<file path="src/rtl/ppg_pkg.sv">
package ppg_pkg;

  typedef enum logic [1:0] {
    CK_APB_INT = 2'd0,
    CK_APB_EXP = 2'd1,
    CK_AHB_EXP = 2'd2
  } ctrlKind_e;

  // Decoded per-access strobes passed from control to datapath
  typedef struct packed {
    logic wrNs;
    logic wrSp;
    logic wrNsp;
    logic wrIrqEn;
    logic wrIrqClr;
    logic rdNs;
    logic rdSp;
    logic rdNsp;
    logic rdIrqStat;
    logic rdIrqEn;
  } strobe_t;

  // Bit position of a controller inside the shared interrupt registers
  function automatic int irqBitFor(ctrlKind_e kind, int idx);
    case (kind)
      CK_APB_INT: irqBitFor = idx;
      CK_APB_EXP: irqBitFor = 4 + idx;
      default:    irqBitFor = 20 + idx;
    endcase
  endfunction

endpackage

</file>
<file path="src/rtl/ppg_ctrl.sv">
module ppg_ctrl #(
  parameter int ADDR_W = 12,
  parameter logic [ADDR_W-1:0] NS_OFS       = 12'h080,
  parameter logic [ADDR_W-1:0] SP_OFS       = 12'h0C0,
  parameter logic [ADDR_W-1:0] NSP_OFS      = 12'h0C0,
  parameter logic [ADDR_W-1:0] INT_STAT_OFS = 12'h020,
  parameter logic [ADDR_W-1:0] INT_CLR_OFS  = 12'h024,
  parameter logic [ADDR_W-1:0] INT_EN_OFS   = 12'h028
) (
  input  logic              secSel,
  input  logic              wrEn,
  input  logic              rdEn,
  input  logic [ADDR_W-1:0] addr,
  output ppg_pkg::strobe_t  strobe
);
  logic sWr, nWr, sRd, nRd;

  always_comb begin
    sWr = wrEn & secSel;
    nWr = wrEn & ~secSel;
    sRd = rdEn & secSel;
    nRd = rdEn & ~secSel;
    // Absent-controller offsets match nothing here, so they read zero and drop writes
    strobe.wrNs      = sWr && (addr == NS_OFS);
    strobe.wrSp      = sWr && (addr == SP_OFS);
    strobe.wrNsp     = nWr && (addr == NSP_OFS);
    strobe.wrIrqEn   = sWr && (addr == INT_EN_OFS);
    strobe.wrIrqClr  = sWr && (addr == INT_CLR_OFS);
    strobe.rdNs      = sRd && (addr == NS_OFS);
    strobe.rdSp      = sRd && (addr == SP_OFS);
    strobe.rdNsp     = nRd && (addr == NSP_OFS);
    strobe.rdIrqStat = sRd && (addr == INT_STAT_OFS);
    strobe.rdIrqEn   = sRd && (addr == INT_EN_OFS);
  end
endmodule

</file>
<file path="src/rtl/ppg_dpath.sv">
module ppg_dpath #(
  parameter int NUM_PORTS = 16,
  parameter int DATA_W    = 32,
  parameter int IRQ_BIT   = 4
) (
  input  logic                 clk,
  input  logic                 rstN,
  input  ppg_pkg::strobe_t     strobe,
  input  logic [DATA_W-1:0]    wrData,
  input  logic                 irqStatusIn,
  output logic [DATA_W-1:0]    rdData,
  output logic [NUM_PORTS-1:0] nsMask,
  output logic [NUM_PORTS-1:0] spMask,
  output logic [NUM_PORTS-1:0] nspMask,
  output logic [NUM_PORTS-1:0] nonsecOut,
  output logic [NUM_PORTS-1:0] apOut,
  output logic                 irqEnableOut,
  output logic                 irqClearOut
);
  logic                 irqEn, irqStat, lvlPrev, lvlChanged;
  logic [NUM_PORTS-1:0] apNext;
  logic [DATA_W-1:0]    rdNext;

  // Mask storage; only the low NUM_PORTS bits of a write are kept
  always_ff @(posedge clk or negedge rstN) begin
    if (!rstN) begin
      nsMask  <= '0;
      spMask  <= '0;
      nspMask <= '0;
    end else begin
      if (strobe.wrNs)  nsMask  <= wrData[NUM_PORTS-1:0];
      if (strobe.wrSp)  spMask  <= wrData[NUM_PORTS-1:0];
      if (strobe.wrNsp) nspMask <= wrData[NUM_PORTS-1:0];
    end
  end

  // Per-port privilege select
  for (genvar p = 0; p < NUM_PORTS; p++) begin : g_port
    assign apNext[p] = nsMask[p] ? nspMask[p] : spMask[p];
  end

  assign lvlChanged = irqStatusIn ^ lvlPrev;

  always_ff @(posedge clk or negedge rstN) begin
    if (!rstN) begin
      irqEn   <= 1'b0;
      irqStat <= 1'b0;
      lvlPrev <= 1'b0;
    end else begin
      lvlPrev <= irqStatusIn;
      if (strobe.wrIrqEn) irqEn <= wrData[IRQ_BIT];
      if (lvlChanged) irqStat <= irqStatusIn;
      else if (strobe.wrIrqClr && wrData[IRQ_BIT]) irqStat <= 1'b0;
    end
  end

  always_comb begin
    rdNext = '0;
    if (strobe.rdNs)      rdNext[NUM_PORTS-1:0] = nsMask;
    if (strobe.rdSp)      rdNext[NUM_PORTS-1:0] = spMask;
    if (strobe.rdNsp)     rdNext[NUM_PORTS-1:0] = nspMask;
    if (strobe.rdIrqStat) rdNext[IRQ_BIT]       = irqStat;
    if (strobe.rdIrqEn)   rdNext[IRQ_BIT]       = irqEn;
  end

  // Registered outputs: no combinational path from the bus
  always_ff @(posedge clk or negedge rstN) begin
    if (!rstN) begin
      nonsecOut    <= '0;
      apOut        <= '0;
      irqEnableOut <= 1'b0;
      irqClearOut  <= 1'b0;
      rdData       <= '0;
    end else begin
      nonsecOut    <= nsMask;
      apOut        <= apNext;
      irqEnableOut <= irqEn;
      irqClearOut  <= irqStat;
      rdData       <= rdNext;
    end
  end
endmodule

</file>
<file path="src/rtl/ppg_gate.sv">
module ppg_gate #(
  parameter int NUM_PORTS = 16,
  parameter int DATA_W    = 32,
  parameter int ADDR_W    = 12,
  parameter ppg_pkg::ctrlKind_e CTRL_KIND = ppg_pkg::CK_APB_EXP,
  parameter int CTRL_IDX  = 0,
  parameter logic [ADDR_W-1:0] NS_OFS       = 12'h080,
  parameter logic [ADDR_W-1:0] SP_OFS       = 12'h0C0,
  parameter logic [ADDR_W-1:0] NSP_OFS      = 12'h0C0,
  parameter logic [ADDR_W-1:0] INT_STAT_OFS = 12'h020,
  parameter logic [ADDR_W-1:0] INT_CLR_OFS  = 12'h024,
  parameter logic [ADDR_W-1:0] INT_EN_OFS   = 12'h028
) (
  input  logic                 clk,
  input  logic                 rstN,
  input  logic                 secSel,
  input  logic                 wrEn,
  input  logic                 rdEn,
  input  logic [ADDR_W-1:0]    addr,
  input  logic [DATA_W-1:0]    wrData,
  output logic [DATA_W-1:0]    rdData,
  input  logic                 irqStatusIn,
  output logic [NUM_PORTS-1:0] nonsecOut,
  output logic [NUM_PORTS-1:0] apOut,
  output logic                 irqEnableOut,
  output logic                 irqClearOut
);
  localparam int IRQ_BIT = ppg_pkg::irqBitFor(CTRL_KIND, CTRL_IDX);

  ppg_pkg::strobe_t     strobe;
  logic [NUM_PORTS-1:0] nsMask, spMask, nspMask;

  ppg_ctrl #(
    .ADDR_W(ADDR_W), .NS_OFS(NS_OFS), .SP_OFS(SP_OFS), .NSP_OFS(NSP_OFS),
    .INT_STAT_OFS(INT_STAT_OFS), .INT_CLR_OFS(INT_CLR_OFS), .INT_EN_OFS(INT_EN_OFS)
  ) u_ctrl (
    .secSel(secSel), .wrEn(wrEn), .rdEn(rdEn), .addr(addr), .strobe(strobe)
  );

  ppg_dpath #(
    .NUM_PORTS(NUM_PORTS), .DATA_W(DATA_W), .IRQ_BIT(IRQ_BIT)
  ) u_dpath (
    .clk(clk), .rstN(rstN), .strobe(strobe), .wrData(wrData),
    .irqStatusIn(irqStatusIn), .rdData(rdData),
    .nsMask(nsMask), .spMask(spMask), .nspMask(nspMask),
    .nonsecOut(nonsecOut), .apOut(apOut),
    .irqEnableOut(irqEnableOut), .irqClearOut(irqClearOut)
  );
endmodule

</file>
<file path="config.mk">
export PLATFORM = sky130hd
export DESIGN_NAME = ppg_gate
export DESIGN_NICKNAME = d
export VERILOG_FILES = /design/src/rtl/ppg_pkg.sv /design/src/rtl/ppg_ctrl.sv /design/src/rtl/ppg_dpath.sv /design/src/rtl/ppg_gate.sv
export SDC_FILE = /design/constraint.sdc
export NUM_CORES = 1
export LEC_CHECK = 0
export CAP_MARGIN = 20
export CORE_AREA = 2 2 101 103
export DETAILED_ROUTE_END_ITERATION = 8
export DIE_AREA = 0 0 103 105
export GPL_ROUTABILITY_DRIVEN = 0
export PLACE_DENSITY_LB_ADDON = 0.1
export SYNTH_ARGS = -nofsm -noshare
export SYNTH_HDL_FRONTEND = slang
export SYNTH_HIERARCHICAL = 1
export SYNTH_SLANG_ARGS = --single-unit
</file>
<file path="constraint.sdc">
create_clock -name clk -period 1.1 [get_ports clk]
set_input_delay 0.22 -clock clk [delete_from_list [all_inputs] [get_ports clk]]
set_output_delay 0.22 -clock clk [all_outputs]
set_load 0.01 [all_outputs]
</file>
==> results_dict.tcl <==
set metrics [dict create \
    diodes 0 \
    required_ns 1.34 \
    ir_worst_vdd_mv 0.814 \
    clock_skew_ns 0.00788 \
    track_usage 0.170 \
    drt_iter0_markers 72 \
    cp-start-kind "input pin" \
    vias 2583 \
    critical-path-slowest-cell "or4_4" \
    wl_per_cell_microns 16.0 \
    hp-class "in2async" \
    synth-edff-count 0 \
    syn2layout_area_growth_pct 43.7 \
    async_flop_share 1.00 \
    path_delay_family "simple AND/OR/NAND/NOR gates" \
    antenna_found_initial 0 \
    yosys_warnings 6 \
    fp.coreArea_sq_um 9640 \
    layout.nets 460 \
    cts_sinks 101 \
    cap_violations 0 \
    cp_num_buf_inv 4 \
    yosysUniqueCellTypes 29 \
    setup_viol 66 \
    die_w_microns 103 \
    clock_path_buffers 2 \
    port_buffers 83 \
    seq_area_frac_synth 0.624 \
    fmax_ghz 0.584 \
    status "complete, but fails checks" \
    netlist_instances 285 \
    drc 0 \
    fin_ws_ns -0.613 \
    grt_pass1_wl_microns 14200 \
    period_share 1.56 \
    power_leakage_uw 0.00292 \
    nFillCells 785 \
    critical_path.cell_chain "buf_6 -> or4_4 -> buf_12 -> nor4_4 -> buf_6 -> buf_12 -> mux2_4" \
    cts_root_buf "clkbuf_8" \
    arrival_ns 1.95 \
    grt_max_degree 34 \
    via_per_inst 4.73 \
    failed_checks "setup timing" \
    dp_hpwl_microns 5730 \
    rsz0062_at_grt "yes" \
    die_area_sq_um 10800 \
    end_kind "flop" \
    grt_pass1_vias 2705 \
    finalSetupTns_ns -37.38 \
    initial_utilization 0.420 \
    cts_tree "yes" \
    die_h_microns 105 \
    hold_viol_final 0 \
    slowest_delay_ns 0.59 \
    drv_slew 0 \
    ios 116 \
    clk-insertion-delay-late_ns 0.35 \
    layout-drive-gt1-share 0.516 \
    period_needed_ns 1.71 \
    avgSynthCellArea_sq_um 14.2 \
    yosys_register_bits 101 \
    powerDensity_nw_per_um2 1230 \
    cp_max_fo 6 \
    grt.overflow.total 0 \
    clkTransAtPathRegs_ns 0.09 \
    cts_made_buffers 9 \
    syn_area_sq_um 4050 \
    h-tree-depth 3 \
    ant_nets 0 \
    totalWireLength_microns 8750 \
    path_class "in2reg" \
    synth_flop_cell "dfrtp_1" \
    drt-pass1-iter-count 4 \
    fp-row-count 36 \
    hold_ws_ns 0.245 \
]
==> worst paths after layout <==
check                                        to             from  cells after the start  slack [ns]
max in group asynchronous    u_dpath/nspMask[0]             rstN                      3        0.45
min reg2reg                u_dpath/irqEnableOut    u_dpath/irqEn                      0        0.42
max reg2reg                     u_dpath/irqStat  u_dpath/lvlPrev                      4       -0.02
min in group clk                  u_dpath/irqEn          addr[0]                      4        0.35
max                           u_dpath/spMask[9]         addr[11]                      7       -0.61
min                            u_dpath/apOut[8]             rstN                      2        0.24
==> per-stage QoR <==
step	area, sq um	cells	setup slack, ns	util	power, uW
after floorplan	4350	300	-0.774	-	3950
after CTS	5730	543	-0.623	0.594	7260
after global routing	5820	546	-0.671	0.604	7440
after global placement	5440	514	-1.31	0.564	4210
final	5820	546	-0.613	0.604	7180
after detailed placement	5440	514	-1.39	0.564	4210
==> cell usage after synthesis (4+ instances only) <==
| cell type | count | share of area |
|---|---|---|
| mux2_2 | 66 | 0.18 |
| clkbuf_1 | 4 | 0.0037 |
| a22oi_1 | 13 | 0.024 |
| dfrtp_1 | 101 | 0.62 |
| o21ai_0 | 17 | 0.021 |
| buf_2 | 5 | 0.0062 |
| nand2_1 | 21 | 0.019 |
| nand3b_1 | 4 | 0.0074 |
| nor4_2 | 7 | 0.022 |
| buf_4 | 19 | 0.035 |
==> repair_timing <==
item | 4_1_cts | 5_1_grt
cloned | 3 | 1
setup endpoints to repair | 116 | 114
pin swaps | 24 | 15
endpoints found under the hold margin | 101 | 0
resized for setup | 276 | 13
hold buffers | 1 | 0
buffers inserted | 11 | 3
==> flip-flops by register name, indices dropped and copies added (netlist names) <==
signal                count
u_dpath/nonsecOut        16
u_dpath/irqStat           1
u_dpath/apOut            16
u_dpath/irqClearOut       1
u_dpath/nspMask          16
u_dpath/spMask           16
u_dpath/irqEnableOut      1
u_dpath/lvlPrev           1
u_dpath/rdData           16
u_dpath/irqEn             1
u_dpath/nsMask           16
==> cell type report <==
cell class / instances / area [sq um] / area share
Clock buffer: 10 / 138 / 0.0236
Sequential cell: 101 / 2530 / 0.434
Multi-Input combinational cell: 166 / 1690 / 0.291
Clock inverter: 5 / 131 / 0.0226
Timing Repair Buffer: 130 / 1160 / 0.200
Inverter: 1 / 3.75 / 0.000645
Tap cell: 133 / 166 / 0.0286
==> cell families after synthesis <==
group / synth area share
AOI/OAI and AO/OA: 0.0503
other: 0.000926
muxes: 0.183
and+or+nand+nor: 0.0831
DFF: 0.624
buffers and inverters: 0.0553
adders and majority gates: 0.00309
==> report_power, final <==
group | leakage [uW] | switching [uW] | total, uW | internal (uW)
clock network | 0.000134 | 1240 | 3050 | 1810
logic | 0.00138 | 203 | 392 | 189
registers | 0.00141 | 11.2 | 3740 | 3730
==> layer usage <==
metal,GRT usage,share of wire,vias up
met5,0,0,-
met4,0.0367,0.0056,0
met3,0.0361,0.049,4
met2,0.267,0.48,78
met1,0.242,0.46,1275
li1,-,-,1226
==> cells in the final DEF, fill, tap and decap left out, types with 3 or more instances in the layout <==
cell / instances
nor4_4: 7
buf_4: 24
buf_6: 17
clkdlybuf4s50_1: 18
clkdlybuf4s15_1: 3
buf_12: 8
conb_1: 16
nand3b_1: 4
mux2_2: 16
buf_8: 4
o21ai_1: 16
dlygate4sd2_1: 3
buf_2: 47
clkbuf_8: 10
a22oi_2: 13
bufinv_16: 4
dfrtp_1: 101
nand4b_1: 3
nand2_1: 21
mux2_4: 50
No activity file was read; power rests on OpenSTA's default activity.
